===== config.mk =====
export PLATFORM = sky130hd
export DESIGN_NAME = rtc_cal_prescaler
export DESIGN_NICKNAME = d
export VERILOG_FILES = /design/src/rtl/rtc_cal_pkg.sv /design/src/rtl/rtc_cal_datapath.sv /design/src/rtl/rtc_cal_control.sv /design/src/rtl/rtc_cal_prescaler.sv
export SDC_FILE = /design/constraint.sdc
export NUM_CORES = 1
export LEC_CHECK = 0
export ABC_AREA = 0
export BUFFER_PORTS_ARGS = -buffer_cell sky130_fd_sc_hd__clkbuf_2
export CORE_MARGIN = 2
export CORE_UTILIZATION = 35
export CTS_CLUSTER_DIAMETER = 200
export CTS_CLUSTER_SIZE = 28
export DETAILED_ROUTE_END_ITERATION = 8
export MAX_ROUTING_LAYER = met4
export PLACE_DENSITY = 0.52
export SYNTH_ARGS = -nofsm -noshare
export SYNTH_HDL_FRONTEND = slang
export SYNTH_SLANG_ARGS = --single-unit

===== constraint.sdc =====
create_clock -name clk -period 2.2 [get_ports clk]
set_clock_uncertainty 0.15 [all_clocks]
set_input_delay 0.22 -clock clk [delete_from_list [all_inputs] [get_ports clk]]
set_output_delay 0.22 -clock clk [all_outputs]
set_load 0.02 [all_outputs]

===== src/rtl/rtc_cal_pkg.sv =====
package rtc_cal_pkg;
  // Strobes from the control side to the counting datapath.
  typedef struct packed {
    logic advance;  // take one oscillator step this clock
    logic stretch;  // current second is lengthened by one half-segment
    logic shrink;   // current second is shortened by two half-segments
  } ctl_strobe_t;
endpackage


===== src/rtl/rtc_cal_datapath.sv =====
module rtc_cal_datapath
  import rtc_cal_pkg::*;
#(
  parameter int PreW       = 7,
  parameter int HalfPerSec = 256
) (
  input  logic        clk,
  input  logic        rstN,
  input  ctl_strobe_t strobe,
  output logic        secTick,
  output logic        testWave
);
  localparam int HalfW = $clog2(HalfPerSec + 2);
  localparam logic [HalfW-1:0] NomLast   = HalfW'(HalfPerSec - 1);
  localparam logic [HalfW-1:0] LongLast  = HalfW'(HalfPerSec);
  localparam logic [HalfW-1:0] ShortLast = HalfW'(HalfPerSec - 3);
  localparam logic [PreW-1:0]  PreMax    = '1;

  logic [PreW-1:0]  preCnt;
  logic [HalfW-1:0] halfCnt;
  logic [HalfW-1:0] lastHalf;
  logic             tickQ;

  always_comb begin
    if (strobe.stretch)     lastHalf = LongLast;
    else if (strobe.shrink) lastHalf = ShortLast;
    else                    lastHalf = NomLast;
  end

  always_ff @(posedge clk) begin
    if (!rstN) begin
      preCnt  <= '0;
      halfCnt <= '0;
      tickQ   <= 1'b0;
    end else begin
      tickQ <= 1'b0;
      if (strobe.advance) begin
        preCnt <= preCnt + 1'b1;
        if (preCnt == PreMax) begin
          if (halfCnt == lastHalf) begin
            halfCnt <= '0;
            tickQ   <= 1'b1;
          end else begin
            halfCnt <= halfCnt + 1'b1;
          end
        end
      end
    end
  end

  generate
    if (PreW >= 2) begin : g_tap_hi
      assign testWave = preCnt[PreW-2];
    end else begin : g_tap_lo
      assign testWave = preCnt[0];
    end
  endgenerate

  assign secTick = tickQ;
endmodule


===== src/rtl/rtc_cal_control.sv =====
module rtc_cal_control
  import rtc_cal_pkg::*;
#(
  parameter int SecPerMin = 60,
  parameter int MagW      = 5
) (
  input  logic            clk,
  input  logic            rstN,
  input  logic            oscEn,
  input  logic            stopReq,
  input  logic            calSign,
  input  logic [MagW-1:0] calMag,
  input  logic            secTick,
  output ctl_strobe_t     strobe,
  output logic [MagW:0]   minuteIdx
);
  localparam int SecW = $clog2(SecPerMin);
  localparam logic [SecW-1:0] SecLast = SecW'(SecPerMin - 1);

  logic [SecW-1:0] secInMin;
  logic [MagW:0]   minQ;
  logic            calSignQ;
  logic [MagW-1:0] calMagQ;
  logic            corrSec;

  always_ff @(posedge clk) begin
    if (!rstN) begin
      secInMin <= '0;
      minQ     <= '0;
      calSignQ <= 1'b0;
      calMagQ  <= '0;
    end else if (secTick) begin
      if (secInMin == SecLast) begin
        secInMin <= '0;
        minQ     <= minQ + 1'b1;
        calSignQ <= calSign;
        calMagQ  <= calMag;
      end else begin
        secInMin <= secInMin + 1'b1;
      end
    end
  end

  always_comb begin
    corrSec        = (secInMin == '0) && (minQ < {calMagQ, 1'b0});
    strobe.advance = oscEn & ~stopReq;
    strobe.stretch = corrSec & ~calSignQ;
    strobe.shrink  = corrSec & calSignQ;
  end

  assign minuteIdx = minQ;
endmodule


===== src/rtl/rtc_cal_prescaler.sv =====
module rtc_cal_prescaler
  import rtc_cal_pkg::*;
#(
  parameter int PreW       = 7,
  parameter int HalfPerSec = 256,
  parameter int SecPerMin  = 60,
  parameter int MagW       = 5
) (
  input  logic            clk,
  input  logic            rstN,
  input  logic            oscEn,
  input  logic            stopReq,
  input  logic            calSign,
  input  logic [MagW-1:0] calMag,
  output logic            secTick,
  output logic            testWave,
  output logic [MagW:0]   minuteIdx
);
  ctl_strobe_t ctlStrobe;

  rtc_cal_control #(.SecPerMin(SecPerMin), .MagW(MagW)) u_ctl (
    .clk(clk), .rstN(rstN), .oscEn(oscEn), .stopReq(stopReq),
    .calSign(calSign), .calMag(calMag), .secTick(secTick),
    .strobe(ctlStrobe), .minuteIdx(minuteIdx)
  );

  rtc_cal_datapath #(.PreW(PreW), .HalfPerSec(HalfPerSec)) u_dp (
    .clk(clk), .rstN(rstN), .strobe(ctlStrobe),
    .secTick(secTick), .testWave(testWave)
  );
endmodule


==> impl_metrics.json, run 1 <==
{
  "synth_edf_count": 0,
  "synthArstFlopShare_pct": 0,
  "power.density_nw_per_um2": 625,
  "peakVddDrop_mv": 0.252,
  "cts_made_buffers": 5,
  "area_growth_pct": 16.4,
  "period_needed_ns": 2.02,
  "clock_path_buffers": 2,
  "cts-resized-gates": 0,
  "synth.largest_area_cell": "dfxtp_1",
  "dp_hpwl_mm": 2.44,
  "grtUsageTotal_pct": 13.8,
  "ctsHoldBuffers": 0,
  "gp_congestion": 0.825,
  "yosysTopAreaCellShare_pct": 40.2,
  "worstPathRequired_ns": 2.26,
  "max_stage_delay_ns": 0.42,
  "grt_pass1_wl_mm": 5.68,
  "insertion_delay_ns": 0.29,
  "synthSimpleGateAreaFrac_pct": 24.2,
  "finalHoldViolCount": 0,
  "pin_count": 18,
  "die_y_um": 74.5,
  "antenna_found_initial": 0,
  "antenna_left": 0,
  "final_nets": 220,
  "setup_tns_ns": 0,
  "criticalPathCategory": "flip-flop to flip-flop",
  "core_area_sq_um": 4750,
  "first_pass_iters": 4,
  "synth_cell_types": 37,
  "die_w_um": 74.5,
  "synthesis.area_sq_um": 1740,
  "synthCells": 178,
  "synthMuxAreaShare_pct": 6.03,
  "arrival_ns": 2.08,
  "drt_iter0_markers": 21,
  "setup_ws_ns": 0.181,
  "syn_nets": 197,
  "layout_common_cells": "35 x dfxtp_1, 25 x nor2_1, 17 x xor2_1, 17 x clkbuf_2, 12 x nand2_1",
  "tightestPinTransition_ns": 0.471,
  "yosys.area_share.xor_xnor_pct": 10.6,
  "via_per_inst": 4.81,
  "ys_seq_area_share_pct": 40.2,
  "wl_mm": 3.32,
  "diodes": 0,
  "fmax_ghz": 0.495,
  "startpoint_type": "flip-flop",
  "wire_per_inst_um": 12.4,
  "slew_violations": 0,
  "worstPathCellList": "ha_1, a21oi_1, o21ai_1, a31oi_2, mux2_4, a211oi_2",
  "post-cts-setup-buffers": 0,
  "hp-class": "primary input to flip-flop",
  "grt_pass1_vias": 1305,
  "finalSetupViolations": 0,
  "status": "completed",
  "maxCapViolCount": 0,
  "cts_root_buffer": "clkbuf_8",
  "worstSetupEndpointType": "flip-flop",
  "clkTransAtPathRegs_ns": 0.07,
  "post-place-ws_ns": 0.185,
  "htree_levels": 2,
  "synth_compound_area_share_pct": 8.48,
  "path_max_fanout": 10,
  "slew_headroom_pct": 68.5,
  "grt_remaining_overflow": 0,
  "crit_buf_inv": 0,
  "die_area_sq_um": 5560,
  "initial_core_util_pct": 36.6,
  "drc": 0,
  "cts_sinks": 35,
  "synthAdderAreaFrac_pct": 6.47,
  "yosysWarnings": 0,
  "rows": 25,
  "cts_tree": "done",
  "yosys-top-cells-area": "dfxtp_1 40%, xor2_1 8.5%, ha_1 6.5%",
  "synth_top_flop_cell": "dfxtp_1",
  "io_buffers": 17,
  "detailroute.via_count": 1293,
  "path_delay_family": "compound AO/OA/AOI/OAI gates",
  "rsz0062_at_grt": "false",
  "synth_seq_cells": 35,
  "power_leakage_nw": 0.808,
  "layout-drive-gt1-share_pct": 20.8,
  "synth_top_family_by_area": "simple AND/OR/NAND/NOR gates",
  "period_share_pct": 91.8,
  "layout_commonest_cell": "dfxtp_1",
  "critical-path-slowest-cell": "dfxtp_1",
  "syn_avg_cell_area_sq_um": 9.78,
  "grt_max_degree": 28
}
-- flip-flops by register name (all words and copies together), names as in the netlist --
signal / cells
u_ctl.calMagQ: 5
u_ctl.calSignQ: 1
u_ctl.minuteIdx: 6
u_ctl.secInMin: 6
u_dp.halfCnt: 9
u_dp.preCnt: 7
u_dp.secTick: 1
-- logic make-up after synthesis --
| kind of cell | Yosys count |
|---|---|
| adders and majority gates | 9 |
| buffers and inverters | 12 |
| AOI/OAI and AO/OA | 17 |
| muxes | 10 |
| DFF | 35 |
| xor gates and xnor gates | 21 |
| and+or+nand+nor | 74 |
-- cell type report --
| type | instances | area (sq um) |
|---|---|---|
| clock inverter | 2 | 35.0 |
| fill | 484 | 2730 |
| inverter | 8 | 46.3 |
| timing repair buffer | 20 | 108 |
| clock buffer | 6 | 82.6 |
| sequential | 35 | 701 |
| tap | 67 | 83.8 |
| multi-input combinational | 131 | 971 |
-- worst min-delay path: cells and delay by family --
kind	cells	cell delay [ns]
and+or+nand+nor	1	0.07
muxes	1	0.06
buffers and inverters	1	0.07
-- stage by stage --
step                cells  area, sq um  hold slack, ns  util [%]  power (mW)
finish                269         2030          0.0190      42.6        1.27
global route          269         2030          0.0300      42.6        1.32
CTS                   269         2030          0.0137      42.6        1.29
detailed placement    261         1910           0.318      40.2       0.684
global placement      261         1910           0.308      40.2       0.683
floorplan             178         1740           0.216         -       0.669
-- metal layers --
layer / GRT usage, % / routed length, um / up-vias
li1: - / - / 668
met1: 15.3 / 1550 / 604
met2: 22.9 / 1620 / 13
met3: 4.07 / 104 / 8
met4: 5.75 / 53 / 0
met5: - / 0 / -
-- power by group --
group | internal (mW) | leakage, nW | switching [mW]
clock | 0.367 | 0.0612 | 0.232
combinational | 0.0116 | 0.464 | 0.0191
sequential | 0.636 | 0.282 | 0.00215
total | 1.01 | 0.808 | 0.253
-- final timing paths --
| kind | from | end | slack (ns) | cells after the start |
|---|---|---|---|---|
| worst max-delay path | u_ctl.minuteIdx[3] | u_dp.halfCnt[7] | 0.18 | 6 |
| worst min-delay path | calMag[1] | u_ctl.calMagQ[1] | 0.02 | 3 |
| worst max register to register | u_ctl.minuteIdx[3] | u_dp.halfCnt[7] | 0.18 | 6 |
| worst min register to register | u_ctl.calMagQ[4] | u_ctl.calMagQ[4] | 0.35 | 2 |
-- cells in the mapped netlist (4+ instances only) --
cell type  number
nand2_1        12
xor2_1         17
nand4_1         9
ha_1            9
mux2i_1         9
nor2_1         25
nand3_1         6
inv_1           6
a211oi_2        7
and3_1          5
dfxtp_1        35
xnor2_1         4
No activity file was read; power rests on OpenSTA's default activity.
==> run 2: changes to the inputs <==
- BUFFER_PORTS_ARGS: -buffer_cell sky130_fd_sc_hd__clkbuf_2 -> unset
- DONT_BUFFER_PORTS: unset -> 1
- PLACE_DENSITY: 0.52 -> 0.49
==> impl_metrics.json, run 2 (synthesis gave the netlist of run 1 again) <==
{
  "wire_per_inst_um": 12.3,
  "die_y_um": 74.5,
  "maxCapViolCount": 0,
  "slew_headroom_pct": 67.5,
  "period_share_pct": 91.0,
  "fmax_ghz": 0.499,
  "hold_ws_ns": 0.0392,
  "die_w_um": 74.5,
  "largest_register_ffs": 9,
  "layout_commonest_cell": "dfxtp_1",
  "drc": 0,
  "worstPathRequired_ns": 2.25,
  "io_buffers": 0,
  "grtUsageTotal_pct": 13.8,
  "tightestPinTransition_ns": 0.485,
  "initial_core_util_pct": 36.6,
  "detailroute.via_count": 1279,
  "startpoint_type": "flip-flop",
  "dp_hpwl_mm": 2.28,
  "die_area_sq_um": 5560,
  "post-cts-setup-buffers": 0,
  "power.density_nw_per_um2": 654,
  "rsz0062_at_grt": "false",
  "pin_count": 18,
  "period_needed_ns": 2.00,
  "grt_remaining_overflow": 0,
  "core_area_sq_um": 4750,
  "dpl_cell_area_sq_um": 1870,
  "cts_tree": "done",
  "antenna_left": 0,
  "criticalPathCategory": "flip-flop to flip-flop",
  "gp_congestion": 0.789,
  "htree_levels": 2,
  "grt_max_degree": 28,
  "slew_violations": 0,
  "cts-resized-gates": 0,
  "layout_common_cells": "35 x dfxtp_1, 25 x nor2_1, 17 x xor2_1, 12 x nand2_1",
  "power_leakage_nw": 0.799,
  "finalSetupViolations": 0,
  "finalHoldViolCount": 0,
  "via_per_inst": 4.83,
  "ctsHoldBuffers": 7,
  "clkTransAtPathRegs_ns": 0.08,
  "post-place-ws_ns": 0.216,
  "drt_iter0_markers": 80,
  "grt_pass1_vias": 1319,
  "grt_pass1_wl_mm": 5.73,
  "cts_root_buffer": "clkbuf_8",
  "diodes": 0,
  "cts_sinks": 35,
  "insertion_delay_ns": 0.28,
  "top_register": "u_dp.halfCnt",
  "hp-class": "primary input to flip-flop",
  "fill_cells": 480,
  "status": "completed",
  "setup_tns_ns": 0,
  "setup_ws_ns": 0.197,
  "final_area_sq_um": 2070,
  "path_max_fanout": 10,
  "layout-drive-gt1-share_pct": 15.2,
  "largestRegisters": "u_dp.halfCnt (9), u_dp.preCnt (7)",
  "antenna_found_initial": 0,
  "rows": 25,
  "wl_mm": 3.25,
  "area_growth_pct": 19.0,
  "arrival_ns": 2.06,
  "worstSetupEndpointType": "flip-flop",
  "final_nets": 216,
  "peakVddDrop_mv": 0.274,
  "clock_path_buffers": 2,
  "first_pass_iters": 4,
  "cts_made_buffers": 5
}
run 2: changes by cell type in the layout (fill, tap and decap cells not counted), sizes merged:
cell	previous run	this run
buf	3	9
clkbuf	23	6
dlygate4sd3	0	7
clkinv	1	0
bufinv	2	3
run 2: metal layers:
layer | vias up | track usage [%] | wire [um]
li1 | 656 | - | -
met1 | 600 | 17.2 | 1630
met2 | 18 | 20.8 | 1460
met3 | 5 | 3.79 | 124
met4 | 0 | 6.15 | 40
met5 | - | - | 0
run 2: where the power goes:
part	total, mW	switching (mW)	internal (mW)
sequential	0.637	0.00202	0.635
clock	0.687	0.234	0.453
combinational	0.0309	0.0164	0.0144
total	1.36	0.252	1.10
run 2: final timing paths:
| path | from | end | slack (ns) | cells past startpoint |
|---|---|---|---|---|
| max | u_ctl.calMagQ[2] | u_dp.halfCnt[4] | 0.20 | 7 |
| min | rstN | u_ctl.secInMin[0] | 0.04 | 2 |
| max reg2reg | u_ctl.calMagQ[2] | u_dp.halfCnt[4] | 0.20 | 7 |
| min reg2reg | u_ctl.calMagQ[0] | u_ctl.calMagQ[0] | 0.35 | 2 |
run 2: area by class of cell:
class / instances / area (sq um) / area share [%]
well taps: 67 / 83.8 / 4.05
inverters: 8 / 46.3 / 2.23
flip-flops and latches: 35 / 701 / 33.8
clock buffers: 6 / 72.6 / 3.50
repair buffers: 16 / 138 / 6.64
multi-input cells: 131 / 971 / 46.9
clock inverters: 2 / 60.1 / 2.90
run 2: worst max-delay path, cell delays in order, from the launching register on:
cell	delay, ns
dfxtp_1	0.33
inv_1	0.05
ha_1	0.29
a21oi_1	0.14
o21ai_1	0.10
a31oi_2	0.23
mux2_4	0.40
a211oi_2	0.23
run 2: through the flow:
| step | power, mW | std cells | utilization (%) |
|---|---|---|---|
| finish | 1.36 | 265 | 43.6 |
| global route | 1.41 | 265 | 43.6 |
| CTS | 1.38 | 265 | 43.6 |
| detailed placement | 0.673 | 250 | 39.3 |
| global placement | 0.673 | 250 | 39.3 |
| floorplan | 0.669 | 178 | - |
